$ cat config.mk
export PLATFORM = sky130hd
export DESIGN_NAME = sbrc_req_ctrl
export DESIGN_NICKNAME = d
export VERILOG_FILES = /design/src/rtl/sbrc_pkg.sv /design/src/rtl/sbrc_req_latch.sv /design/src/rtl/sbrc_fsm.sv /design/src/rtl/sbrc_bus_drive.sv /design/src/rtl/sbrc_rsp_capture.sv /design/src/rtl/sbrc_req_ctrl.sv
export SDC_FILE = /design/constraint.sdc
export NUM_CORES = 1
export LEC_CHECK = 0
export ABC_AREA = 1
export BUFFER_PORTS_ARGS = -buffer_cell sky130_fd_sc_hd__buf_2
export CORE_UTILIZATION = 45
export CTS_CLUSTER_DIAMETER = 50
export DETAILED_ROUTE_END_ITERATION = 8
export PLACE_DENSITY_LB_ADDON = 0.3
export SLEW_MARGIN = 5
export SYNTH_ARGS = -nofsm -noshare
export SYNTH_HDL_FRONTEND = slang
export SYNTH_HIERARCHICAL = 1
export SYNTH_SLANG_ARGS = --single-unit
$ cat constraint.sdc
create_clock -name clk -period 3.5 [get_ports clk]
set_clock_uncertainty 0.05 [all_clocks]
set_input_delay 0.7 -clock clk [delete_from_list [all_inputs] [get_ports clk]]
set_output_delay 0.7 -clock clk [all_outputs]
set_load 0.03 [all_outputs]
$ cat src/rtl/sbrc_pkg.sv
package sbrc_pkg;

    parameter int DATA_W = 64;
    parameter int CMD_W  = 9;
    parameter int ADDR_W = 36;
    parameter int SIZE_W = 4;
    localparam int LANE_W = $clog2(DATA_W / 8);
    localparam int PAD_W  = CMD_W - 2 - LANE_W;

    typedef enum logic [2:0] {
        ST_IDLE,
        ST_ADDR,
        ST_WDATA,
        ST_REL,
        ST_RDWAIT,
        ST_XREL,
        ST_SLAVE
    } sb_state_e;

    typedef struct packed {
        logic              wr;
        logic [ADDR_W-1:0] addr;
        logic [SIZE_W-1:0] size;
        logic [DATA_W-1:0] wdata;
    } sb_req_t;

    // Address command: [8]=0, [7]=write, middle zero, low bits = count-1
    function automatic logic [CMD_W-1:0] f_addr_cmd(input logic wr,
                                                   input logic [SIZE_W-1:0] sz);
        logic [SIZE_W-1:0] m1;
        m1 = sz - 1'b1;
        return {1'b0, wr, {PAD_W{1'b0}}, m1[LANE_W-1:0]};
    endfunction

    // Data command: [8]=1, [7]=last word, rest zero
    function automatic logic [CMD_W-1:0] f_data_cmd(input logic last);
        return {1'b1, last, {(CMD_W-2){1'b0}}};
    endfunction

    function automatic logic f_is_last_data(input logic [CMD_W-1:0] c);
        return c == f_data_cmd(1'b1);
    endfunction

endpackage

$ cat src/rtl/sbrc_req_latch.sv
module sbrc_req_latch
    import sbrc_pkg::*;
(
    input  logic    clk,
    input  logic    rst,
    input  logic    load,
    input  sb_req_t req_in,
    output sb_req_t req_q
);

    always_ff @(posedge clk) begin
        if (rst) begin
            req_q <= '0;
        end else if (load) begin
            req_q <= req_in;
        end
    end

endmodule

$ cat src/rtl/sbrc_fsm.sv
module sbrc_fsm
    import sbrc_pkg::*;
(
    input  logic      clk,
    input  logic      rst,
    input  logic      req_valid,
    input  logic      cur_wr,
    input  logic      rd_rdy_n,
    input  logic      wr_rdy_n,
    input  logic      ext_req_n,
    input  logic      valid_in_n,
    input  logic      word_ok,
    output sb_state_e state,
    output logic      accept,
    output logic      rd_take,
    output logic      wr_done
);

    sb_state_e nxt;
    logic      rdy_hit;
    logic      in_read_own;

    assign rdy_hit     = cur_wr ? !wr_rdy_n : !rd_rdy_n;
    assign in_read_own = (state == ST_REL) || (state == ST_RDWAIT);
    assign accept      = (state == ST_IDLE) && ext_req_n && req_valid;
    assign rd_take     = in_read_own && !valid_in_n && word_ok;
    assign wr_done     = (state == ST_WDATA);

    always_comb begin
        nxt = state;
        unique case (state)
            ST_IDLE: begin
                if (!ext_req_n)     nxt = ST_XREL;
                else if (req_valid) nxt = ST_ADDR;
            end
            ST_ADDR: begin
                if (rdy_hit) nxt = cur_wr ? ST_WDATA : ST_REL;
            end
            ST_WDATA: nxt = ST_IDLE;
            ST_REL, ST_RDWAIT: begin
                nxt = rd_take ? ST_IDLE : ST_RDWAIT;
            end
            ST_XREL, ST_SLAVE: begin
                nxt = ext_req_n ? ST_IDLE : ST_SLAVE;
            end
            default: nxt = ST_IDLE;
        endcase
    end

    always_ff @(posedge clk) begin
        if (rst) state <= ST_IDLE;
        else     state <= nxt;
    end

endmodule

$ cat src/rtl/sbrc_bus_drive.sv
module sbrc_bus_drive
    import sbrc_pkg::*;
(
    input  sb_state_e         state,
    input  sb_req_t           req_q,
    output logic [DATA_W-1:0] ad_o,
    output logic [CMD_W-1:0]  cmd_o,
    output logic              own,
    output logic              vout_n,
    output logic              rel_n
);

    logic in_data;

    assign in_data = (state == ST_WDATA);
    assign ad_o    = in_data ? req_q.wdata
                             : {{(DATA_W-ADDR_W){1'b0}}, req_q.addr};
    assign cmd_o   = in_data ? f_data_cmd(1'b1)
                             : f_addr_cmd(req_q.wr, req_q.size);
    assign own     = !((state == ST_REL) || (state == ST_RDWAIT) ||
                       (state == ST_XREL) || (state == ST_SLAVE));
    assign vout_n  = !((state == ST_ADDR) || in_data);
    assign rel_n   = !((state == ST_REL) || (state == ST_XREL));

endmodule

$ cat src/rtl/sbrc_rsp_capture.sv
module sbrc_rsp_capture
    import sbrc_pkg::*;
(
    input  logic              clk,
    input  logic              rst,
    input  logic              rd_take,
    input  logic              wr_done,
    input  logic [DATA_W-1:0] ad_i,
    output logic              rsp_valid,
    output logic [DATA_W-1:0] rsp_rdata
);

    always_ff @(posedge clk) begin
        if (rst) begin
            rsp_valid <= 1'b0;
            rsp_rdata <= '0;
        end else begin
            rsp_valid <= rd_take || wr_done;
            if (rd_take) rsp_rdata <= ad_i;
        end
    end

endmodule

$ cat src/rtl/sbrc_req_ctrl.sv
module sbrc_req_ctrl
    import sbrc_pkg::*;
(
    input  logic              clk,
    input  logic              rst,
    input  logic              req_valid,
    output logic              req_ready,
    input  logic              req_write,
    input  logic [ADDR_W-1:0] req_addr,
    input  logic [SIZE_W-1:0] req_size,
    input  logic [DATA_W-1:0] req_wdata,
    output logic              rsp_valid,
    output logic [DATA_W-1:0] rsp_rdata,
    output logic [DATA_W-1:0] bus_ad_o,
    input  logic [DATA_W-1:0] bus_ad_i,
    output logic              bus_ad_oe,
    output logic [CMD_W-1:0]  bus_cmd_o,
    input  logic [CMD_W-1:0]  bus_cmd_i,
    output logic              bus_cmd_oe,
    output logic              valid_out_n,
    input  logic              valid_in_n,
    input  logic              rd_rdy_n,
    input  logic              wr_rdy_n,
    input  logic              ext_req_n,
    output logic              release_n
);

    sb_state_e state;
    sb_req_t   req_in;
    sb_req_t   req_q;
    logic      accept;
    logic      rd_take;
    logic      wr_done;
    logic      own;

    assign req_in = '{wr: req_write, addr: req_addr, size: req_size, wdata: req_wdata};

    sbrc_req_latch u_latch (
        .clk    (clk),
        .rst    (rst),
        .load   (accept),
        .req_in (req_in),
        .req_q  (req_q)
    );

    sbrc_fsm u_fsm (
        .clk        (clk),
        .rst        (rst),
        .req_valid  (req_valid),
        .cur_wr     (req_q.wr),
        .rd_rdy_n   (rd_rdy_n),
        .wr_rdy_n   (wr_rdy_n),
        .ext_req_n  (ext_req_n),
        .valid_in_n (valid_in_n),
        .word_ok    (f_is_last_data(bus_cmd_i)),
        .state      (state),
        .accept     (accept),
        .rd_take    (rd_take),
        .wr_done    (wr_done)
    );

    sbrc_bus_drive u_drive (
        .state  (state),
        .req_q  (req_q),
        .ad_o   (bus_ad_o),
        .cmd_o  (bus_cmd_o),
        .own    (own),
        .vout_n (valid_out_n),
        .rel_n  (release_n)
    );

    sbrc_rsp_capture u_rsp (
        .clk       (clk),
        .rst       (rst),
        .rd_take   (rd_take),
        .wr_done   (wr_done),
        .ad_i      (bus_ad_i),
        .rsp_valid (rsp_valid),
        .rsp_rdata (rsp_rdata)
    );

    assign bus_ad_oe  = own;
    assign bus_cmd_oe = own;
    assign req_ready  = (state == ST_IDLE) && ext_req_n;

endmodule

==> flow_summary.toml <==
[outcome]
outcome = "finished clean"

[finish]
fill_cells = 1862
num_antenna_cells = 0
design.final.nets = 1808
final_common_cell = "nand2_1"
final_cell_mix = "432 x nand2_1, 367 x nor2_1, 322 x buf_2"
final_cells = 1862
layout-drive-gt1-share_pct = 24.2
area_growth_pct = 24.4

[clock_network]
cts_max_path_buffers = 2
htreeDepth = 4
cts_hold_buf = 0
root_buffer = "clkbuf_16"
cts.sinks = 172
clk_latency_ps = 410
cts_resized = 0
path_clk_slew_ps = 60
post_cts_buffers = 0
cts_buffers = 17
cts_tree = "done"

[die]
die_h_um = 138
die_w_um = 138
num_rows = 49
start_util_pct = 46.1
ioPinCount = 328
dieArea_um2 = 19000
coreArea_um2 = 18000

[hold_path]
whs_endpoint = "u_rsp/rsp_rdata[35]"
hp-start = "u_rsp/rsp_rdata[35]"
min_path_type = "register to register"
whs_path_depth = 2

[sta]
timing.final.crit_share_pct = 79.8
hold_viol_final = 0
setup-tns-final_ps = 0
fmaxAchievable_mhz = 358
setup_viol = 0
slew_violations = 0
rsz0062_at_grt = "false"
fin_crit_ps = 2790
maxSlewHeadroom_pct = 27.9
worst_pin_slew_ps = 1080

[global_routing]
track_usage_pct = 20.1
grt_pass1_wl_um = 30200
grt-ovfl-total = 0
grt_max_degree = 129
grt_pass1_vias = 6447
antenna_found_initial = 1

[logic_synthesis]
syn-cell-area_um2 = 8300
syn_inst = 1347
yosysWarnings = 6
avgSynthCellArea_um2 = 6.16

[setup_path]
critPathMaxFanout = 50
cp.required_ps = 2750
critPathArrivalTime_ps = 2040
critical_path_class = "register to output pin"
critPathCaptureType = "output pin"
rr_endpoint = "u_rsp/rsp_rdata[32]"
r2r_start = "u_fsm/state[1]"
cp-start-kind = "register"
worstRegToRegCells = 8
reg2reg_slack_ps = 1470

[power_and_ir_drop]
leakagePower_nw = 5.85
ir_drop_uv = 325
powerDensity_nw_per_um2 = 518
finalPower_mw = 5.35

[drt]
route.detailed.drc = 0
wl_per_cell_um = 10.7
vias = 8057
viasPerCell = 4.33
totalWireLength_um = 20000
drt_first_iter_violations = 390
drt_first_pass_iters = 5
ant_nets = 0

[place]
hpwl_um = 13600
io_buffers = 322
dp_cells = 1832
finalWeightedCongestion = 0.788

[job]
maxCapViolCount = 0
[metrics by stage]
step	hold slack (ps)	utilization (%)	area, µm²	setup slack (ps)
floorplan	399	-	8310	1050
global placement	402	54.3	9790	1120
detailed placement	409	54.3	9790	1120
finish	416	57.3	10300	707
global route	430	57.3	10300	431
CTS	418	57.3	10300	663
[worst max-delay path, stage by stage, from the launching register on]
cell and delay [ps]:
dfxtp_1 560, inv_2 240, nand3_2 160, buf_12 260, inv_1 90, nor2_1 80, buf_2 190
[layer usage]
metal,vias up,GRT usage (%),part of all wire (%)
met4,2,7.73,2.1
met2,216,32.0,47
li1,4402,-,-
met3,30,5.63,6.5
met1,3407,25.6,44
met5,-,0,0.060
[how the worst max path moves through the flow]
stage | from | to | slack, ps | cells past startpoint
2_1_floorplan | u_fsm/state[1] | bus_cmd_oe | 1050 | 5
3_3_place_gp | u_fsm/state[0] | bus_cmd_o[0] | 1120 | 6
3_5_place_dp | u_fsm/state[0] | bus_cmd_o[0] | 1120 | 6
4_1_cts | u_fsm/state[0] | bus_cmd_o[1] | 660 | 6
5_1_grt | u_fsm/state[0] | bus_cmd_o[2] | 430 | 6
6_report | u_fsm/state[0] | bus_cmd_o[2] | 710 | 6
[where the power goes]
group          switching, mW  internal (mW)
sequential             0.121           2.14
clock                  0.766          0.956
combinational          0.924          0.447
[final cells by class]
type	instances	area (µm²)	area share, %
well taps	229	287	2.77
inverters	221	831	8.04
repair buffers	333	1740	16.9
clock buffers	20	467	4.52
multi-input cells	877	3490	33.8
flip-flops and latches	172	3440	33.3
clock inverters	10	67.6	0.654
[sequential cells by signal, indices dropped and copies added (netlist names)]
name / count
u_rsp/rsp_valid: 1
u_fsm/state: 3
u_latch/req_q: 104
u_rsp/rsp_rdata: 64
Note: power is estimated with default switching activity, not from simulation.
